<file path="config.mk">
export PLATFORM = sky130hd
export DESIGN_NAME = eth_evt_ctrl
export DESIGN_NICKNAME = d
export VERILOG_FILES = /design/src/rtl/eth_evt_pkg.sv /design/src/rtl/eth_evt_stopseq.sv /design/src/rtl/eth_evt_pauseseq.sv /design/src/rtl/eth_evt_regfile.sv /design/src/rtl/eth_evt_ctrl.sv
export SDC_FILE = /design/constraint.sdc
export NUM_CORES = 1
export LEC_CHECK = 0
export ABC_AREA = 1
export BUFFER_PORTS_ARGS = -buffer_cell sky130_fd_sc_hd__buf_2
export CAP_MARGIN = 10
export CORE_UTILIZATION = 40
export CTS_BUF_LIST = sky130_fd_sc_hd__clkbuf_16
export DETAILED_ROUTE_END_ITERATION = 12
export PLACE_DENSITY = 0.86
export RECOVER_POWER = 100
export REMOVE_ABC_BUFFERS = 1
export SKIP_LAST_GASP = 1
export SLEW_MARGIN = 20
export SYNTH_ARGS = -nofsm -noshare
export SYNTH_HDL_FRONTEND = slang
export SYNTH_SLANG_ARGS = --single-unit
</file>
<file path="constraint.sdc">
create_clock -name clk -period 1 [get_ports clk]
set_clock_uncertainty 0.1 [all_clocks]
set_input_delay 0.2 -clock clk [delete_from_list [all_inputs] [get_ports clk]]
set_output_delay 0.2 -clock clk [all_outputs]
set_load 0.02 [all_outputs]
</file>
<file path="src/rtl/eth_evt_pkg.sv">
package eth_evt_pkg;

    localparam int WORD_W  = 32;
    localparam int EVT_W   = 8;
    localparam int EVT_LSB = 16;

    // Field order from MSB to LSB fixes the bit positions in the read word.
    typedef struct packed {
        logic gstop_done;
        logic rx_ctrl;
        logic tx_ctrl;
        logic tx_err;
        logic rx_frame;
        logic busy;
        logic tx_buf;
        logic rx_buf;
    } evt_t;

    function automatic logic [WORD_W-1:0] place_evt(input evt_t v);
        logic [WORD_W-1:0] w;
        w = '0;
        w[EVT_LSB +: EVT_W] = v;
        return w;
    endfunction

    function automatic evt_t pick_evt(input logic [WORD_W-1:0] w);
        return evt_t'(w[EVT_LSB +: EVT_W]);
    endfunction

endpackage

</file>
<file path="src/rtl/eth_evt_stopseq.sv">
module eth_evt_stopseq (
    input  logic clk,
    input  logic rst,
    input  logic tx_active,
    input  logic stop_cmd,
    input  logic restart_cmd,
    output logic stop_done,
    output logic tx_halt
);

    logic wait_q;
    logic want;

    assign want      = (stop_cmd | wait_q) & ~restart_cmd;
    assign stop_done = want & ~tx_active;

    always_ff @(posedge clk) begin
        if (rst) begin
            wait_q  <= 1'b0;
            tx_halt <= 1'b0;
        end else begin
            wait_q <= want & tx_active;
            if (restart_cmd)
                tx_halt <= 1'b0;
            else if (stop_done)
                tx_halt <= 1'b1;
        end
    end

    p_done_idle_r6: assert property (@(posedge clk) disable iff (rst)
        stop_done |-> !tx_active);

    p_halt_hold_r8: assert property (@(posedge clk) disable iff (rst)
        (tx_halt && !restart_cmd) |=> tx_halt);

    p_halt_rise_r8: assert property (@(posedge clk) disable iff (rst)
        $rose(tx_halt) |-> $past(stop_done));

endmodule

</file>
<file path="src/rtl/eth_evt_pauseseq.sv">
module eth_evt_pauseseq (
    input  logic clk,
    input  logic rst,
    input  logic tx_active,
    input  logic ctrl_rx,
    input  logic fc_en,
    output logic ctrl_evt,
    output logic pause_req
);

    logic pend_q;
    logic need;

    assign ctrl_evt = ctrl_rx & fc_en;
    assign need     = pend_q | ctrl_evt;

    always_ff @(posedge clk) begin
        if (rst) begin
            pend_q    <= 1'b0;
            pause_req <= 1'b0;
        end else begin
            pend_q    <= need & tx_active;
            pause_req <= need & ~tx_active;
        end
    end

    p_fc_gate_r9: assert property (@(posedge clk) disable iff (rst)
        ctrl_evt |-> fc_en);

    p_pause_idle_r10: assert property (@(posedge clk) disable iff (rst)
        pause_req |-> !$past(tx_active));

    p_single_r11: assert property (@(posedge clk) disable iff (rst)
        (pend_q && tx_active) |=> !pause_req);

endmodule

</file>
<file path="src/rtl/eth_evt_regfile.sv">
module eth_evt_regfile
    import eth_evt_pkg::*;
#(
    parameter int DATA_W = WORD_W
) (
    input  logic              clk,
    input  logic              rst,
    input  evt_t              set_vec,
    input  logic              wr_en,
    input  logic              sel,
    input  logic [DATA_W-1:0] wdata,
    output logic [DATA_W-1:0] rdata,
    output logic              irq
);

    localparam int NB = EVT_W;

    evt_t ev_q, mask_q;
    logic [NB-1:0] clr_vec;
    logic unused_wbits;

    assign clr_vec      = (wr_en && !sel) ? wdata[EVT_LSB +: NB] : '0;
    assign unused_wbits = ^{wdata[DATA_W-1:EVT_LSB+NB], wdata[EVT_LSB-1:0]};

    for (genvar i = 0; i < NB; i++) begin : g_bit
        always_ff @(posedge clk) begin
            if (rst)
                ev_q[i] <= 1'b0;
            else if (set_vec[i])
                ev_q[i] <= 1'b1;
            else if (clr_vec[i])
                ev_q[i] <= 1'b0;
        end

        p_sticky_r3: assert property (@(posedge clk) disable iff (rst)
            (ev_q[i] && !clr_vec[i]) |=> ev_q[i]);

        p_set_wins_r3: assert property (@(posedge clk) disable iff (rst)
            set_vec[i] |=> ev_q[i]);
    end

    always_ff @(posedge clk) begin
        if (rst)
            mask_q <= '0;
        else if (wr_en && sel)
            mask_q <= pick_evt(wdata);
    end

    assign rdata = sel ? place_evt(mask_q) : place_evt(ev_q);
    assign irq   = |(ev_q & mask_q);

    p_mask_zero_r5: assert property (@(posedge clk) disable iff (rst)
        (mask_q == '0) |-> !irq);

    p_irq_src_r5: assert property (@(posedge clk) disable iff (rst)
        irq |-> (ev_q != '0));

endmodule

</file>
<file path="src/rtl/eth_evt_ctrl.sv">
module eth_evt_ctrl
    import eth_evt_pkg::*;
(
    input  logic              clk,
    input  logic              rst,
    input  logic              tx_frame_active,
    input  logic              gstop_cmd,
    input  logic              restart_cmd,
    input  logic              fc_enable,
    input  logic              rx_ctrl_stb,
    input  logic              txc_stb,
    input  logic              txe_stb,
    input  logic              rxf_stb,
    input  logic              bsy_stb,
    input  logic              txb_stb,
    input  logic              rxb_stb,
    input  logic              reg_sel,
    input  logic              reg_wr,
    input  logic [WORD_W-1:0] reg_wdata,
    output logic [WORD_W-1:0] reg_rdata,
    output logic              irq,
    output logic              tx_halt,
    output logic              pause_req
);

    logic stop_done;
    logic ctrl_evt;
    evt_t set_vec;

    eth_evt_stopseq u_stop (
        .clk         (clk),
        .rst         (rst),
        .tx_active   (tx_frame_active),
        .stop_cmd    (gstop_cmd),
        .restart_cmd (restart_cmd),
        .stop_done   (stop_done),
        .tx_halt     (tx_halt)
    );

    eth_evt_pauseseq u_pause (
        .clk       (clk),
        .rst       (rst),
        .tx_active (tx_frame_active),
        .ctrl_rx   (rx_ctrl_stb),
        .fc_en     (fc_enable),
        .ctrl_evt  (ctrl_evt),
        .pause_req (pause_req)
    );

    always_comb begin
        set_vec            = '0;
        set_vec.gstop_done = stop_done;
        set_vec.rx_ctrl    = ctrl_evt;
        set_vec.tx_ctrl    = txc_stb;
        set_vec.tx_err     = txe_stb;
        set_vec.rx_frame   = rxf_stb;
        set_vec.busy       = bsy_stb;
        set_vec.tx_buf     = txb_stb;
        set_vec.rx_buf     = rxb_stb;
    end

    eth_evt_regfile #(.DATA_W(WORD_W)) u_regs (
        .clk     (clk),
        .rst     (rst),
        .set_vec (set_vec),
        .wr_en   (reg_wr),
        .sel     (reg_sel),
        .wdata   (reg_wdata),
        .rdata   (reg_rdata),
        .irq     (irq)
    );

    p_reserved_r2: assert property (@(posedge clk) disable iff (rst)
        (reg_rdata[WORD_W-1:EVT_LSB+EVT_W] == '0) && (reg_rdata[EVT_LSB-1:0] == '0));

    p_halt_with_event_r8: assert property (@(posedge clk) disable iff (rst)
        $rose(tx_halt) |-> reg_sel || reg_rdata[EVT_LSB+EVT_W-1]);

endmodule

</file>
==> metrics <==
Reg area=418 um^2; Filler Cell Count=241; Remaining DRCs=0; # rows=18; unrepaired setup endpoints after global routing=yes; Yosys cell types=17; leakage=0.852 nW; sw power=0.633 mW; critical-path maximum fanout=3; slowest CP cell=dfxtp_2; Chip Height=54.6 um; global-route wire length before repair=3700 um; Initial Util=43.5%; die width=54.6 um; fin crit period=1.31 ns; placed cell count=233; Worst-Skew Late Latency=0.25 ns; Core Footprint=0.00254 mm^2; Worst VDD drop=0.00101 V; Ant. Diodes=0; crit path launch type=flip-flop; sequential power share=35.5%; area of the multi-input gates=563 um^2; via-per-instance ratio=4.42; Final WS setup=-0.308 ns; layout cells sized above 1=40.8%; initial DRC count=25; Crit path max-delay family=flip-flops; Initial DRT Pass Iterations=4; internal power=1.87 mW; Peak Freq=764 MHz; Crit Path Category=flip-flop to output port; hold_buf cts=0; syn avg cell area=6.79 um^2; Worst path max stage delay=0.32 ns; failing checks=setup timing; CP Buf/Inv Count=1; root buffer cell=clkbuf_16; Nets=261; commonest non-fill, non-tap cell in the layout=nand2_1; Cell Area, Synth=0.00111 mm^2; PortBufs=33; vias in the first global route=902; CTS clk-pin slew, worst paths=0.06 ns; Worst setup EP type=output port; final wirelength=2470 um; post-route ant nets=0; gr usage total=17.6%; Final period util=131%; Layout area overhead=42.1%; pins over their slew limit=0; # IOs=82; crit-path cells=nand2_1, nand2_1, nor2_1, nand2_1, buf_6; most frequent cell on the critical path=nand2_1; Worst R2R Setup Slack=0.09 ns; status=complete, but fails checks; TritonCTS buffer count=3; largest net degree at the start of global routing=15; Cell Count, Final, Fillers Out=243; clk sink count=20; final setup vio count=10; Comb pwr share=20.9%; Critical Path AT=1.01 ns; Hold Vio Cnt, Final=0; Min-Delay Path Class=primary input to flip-flop; most frequent cells in the layout=nand2_1 (37), conb_1 (24), buf_2 (21), nor2_1 (20), buf_6 (17); initial antenna violation count=0; die area=0.00298 mm^2; number of synthesized register bits=20; critical path required time=0.70 ns; vias after detailed routing=1074; switch share=25.3%; DP Wirelength=1710 um; Clock power frac=43.6%; H-tree Lvls=1; P per Cell Area=1590 mW/mm^2; Max clock buf depth=2; register area share after synthesis=36.2%; synth warn=0; GRT overflow=0; max_cap viols=0; Post-Syn Instances=163; drt wl/cell=10.2 um; Worst Hold Margin=0.0786 ns; gpl congestion=0.784; CTS tree=built
-- final timing paths --
check / cells past startpoint / endpoint / start
setup reg to reg: 4 / u_regs.mask_q[2] / u_regs.mask_q[2]
hold / removal: 3 / u_regs.ev_q[1] / txb_stb
hold reg to reg: 2 / u_stop.tx_halt / u_stop.tx_halt
setup / recovery: 5 / irq / u_regs.mask_q[3]
-- state kept, by name (all words and copies together) (netlist names) --
name               count
u_pause.pend_q         1
u_regs.mask_q          8
u_stop.wait_q          1
u_pause.pause_req      1
u_stop.tx_halt         1
u_regs.ev_q            8
-- routing by layer --
| layer | GRT usage [%] | part of all wire (%) | up-vias |
|---|---|---|---|
| met4 | 5.13 | 1.1 | 0 |
| met5 | 0 | 0 | - |
| met3 | 5.00 | 5.9 | 2 |
| met2 | 32.3 | 52 | 44 |
| met1 | 19.1 | 41 | 477 |
| li1 | - | - | 551 |
-- what timing repair did --
action                     4_1_cts  5_1_grt
setup buffers                    3        3
setup endpoints to repair       11       11
pin swaps                        7        9
resized for setup               44       15
-- power by group through the flow --
stage	Combinational (mW)	Sequential, mW	Clock, mW
finish	0.523	0.888	1.09
global placement	0.411	0.891	0
CTS	0.487	0.885	1.12
detailed placement	0.419	0.894	0
floorplan	0.249	0.892	0
global route	0.576	0.892	1.15
-- per-stage QoR --
stage          util, %  setup TNS [ns]  area [um^2]  power (mW)  worst slack [ns]
4_1_cts           59.1           -1.85         1510        2.50            -0.301
3_5_place_dp      49.9           -1.18         1270        1.31            -0.103
5_1_grt           61.8           -2.57         1570        2.62            -0.366
2_1_floorplan        -               0          977        1.14            0.0768
3_3_place_gp      49.9          -0.865         1270        1.30            -0.102
6_report          61.8           -2.03         1570        2.50            -0.308
-- worst register-to-register path: cells and delay by family (launching register included) --
kind                   cells  cell delay [ns]
AND/OR/NAND/NOR            2             0.15
flip-flops                 1             0.32
buffers and inverters      2             0.24
-- cells in the mapped netlist (all sizes together) --
| cell | count | area share (%) |
|---|---|---|
| nor3 | 1 | 0.45 |
| nand2 | 50 | 17 |
| conb | 1 | 0.34 |
| dfxtp | 20 | 36 |
| o21ai | 8 | 3.6 |
| inv | 15 | 5.3 |
| a21oi | 10 | 5.2 |
| buf | 28 | 19 |
| nand3 | 10 | 5.4 |
| nor2 | 20 | 6.8 |
-- cell type report --
type	instances	area share, %
Clock buffer	3	4.78
Clock inverter	1	1.91
Inverter	15	3.58
Multi-Input combinational cell	123	35.8
Sequential cell	20	26.6
Tap cell	30	2.39
Timing Repair Buffer	51	24.9
-- logic make-up after synthesis --
group / Yosys count / share of synthesized area [%]
compound gates: 18 / 8.82
buf+inv: 43 / 24.8
flops: 20 / 36.2
other cells: 1 / 0.339
simple gates: 81 / 29.9
No activity file was read; power rests on OpenSTA's default activity.
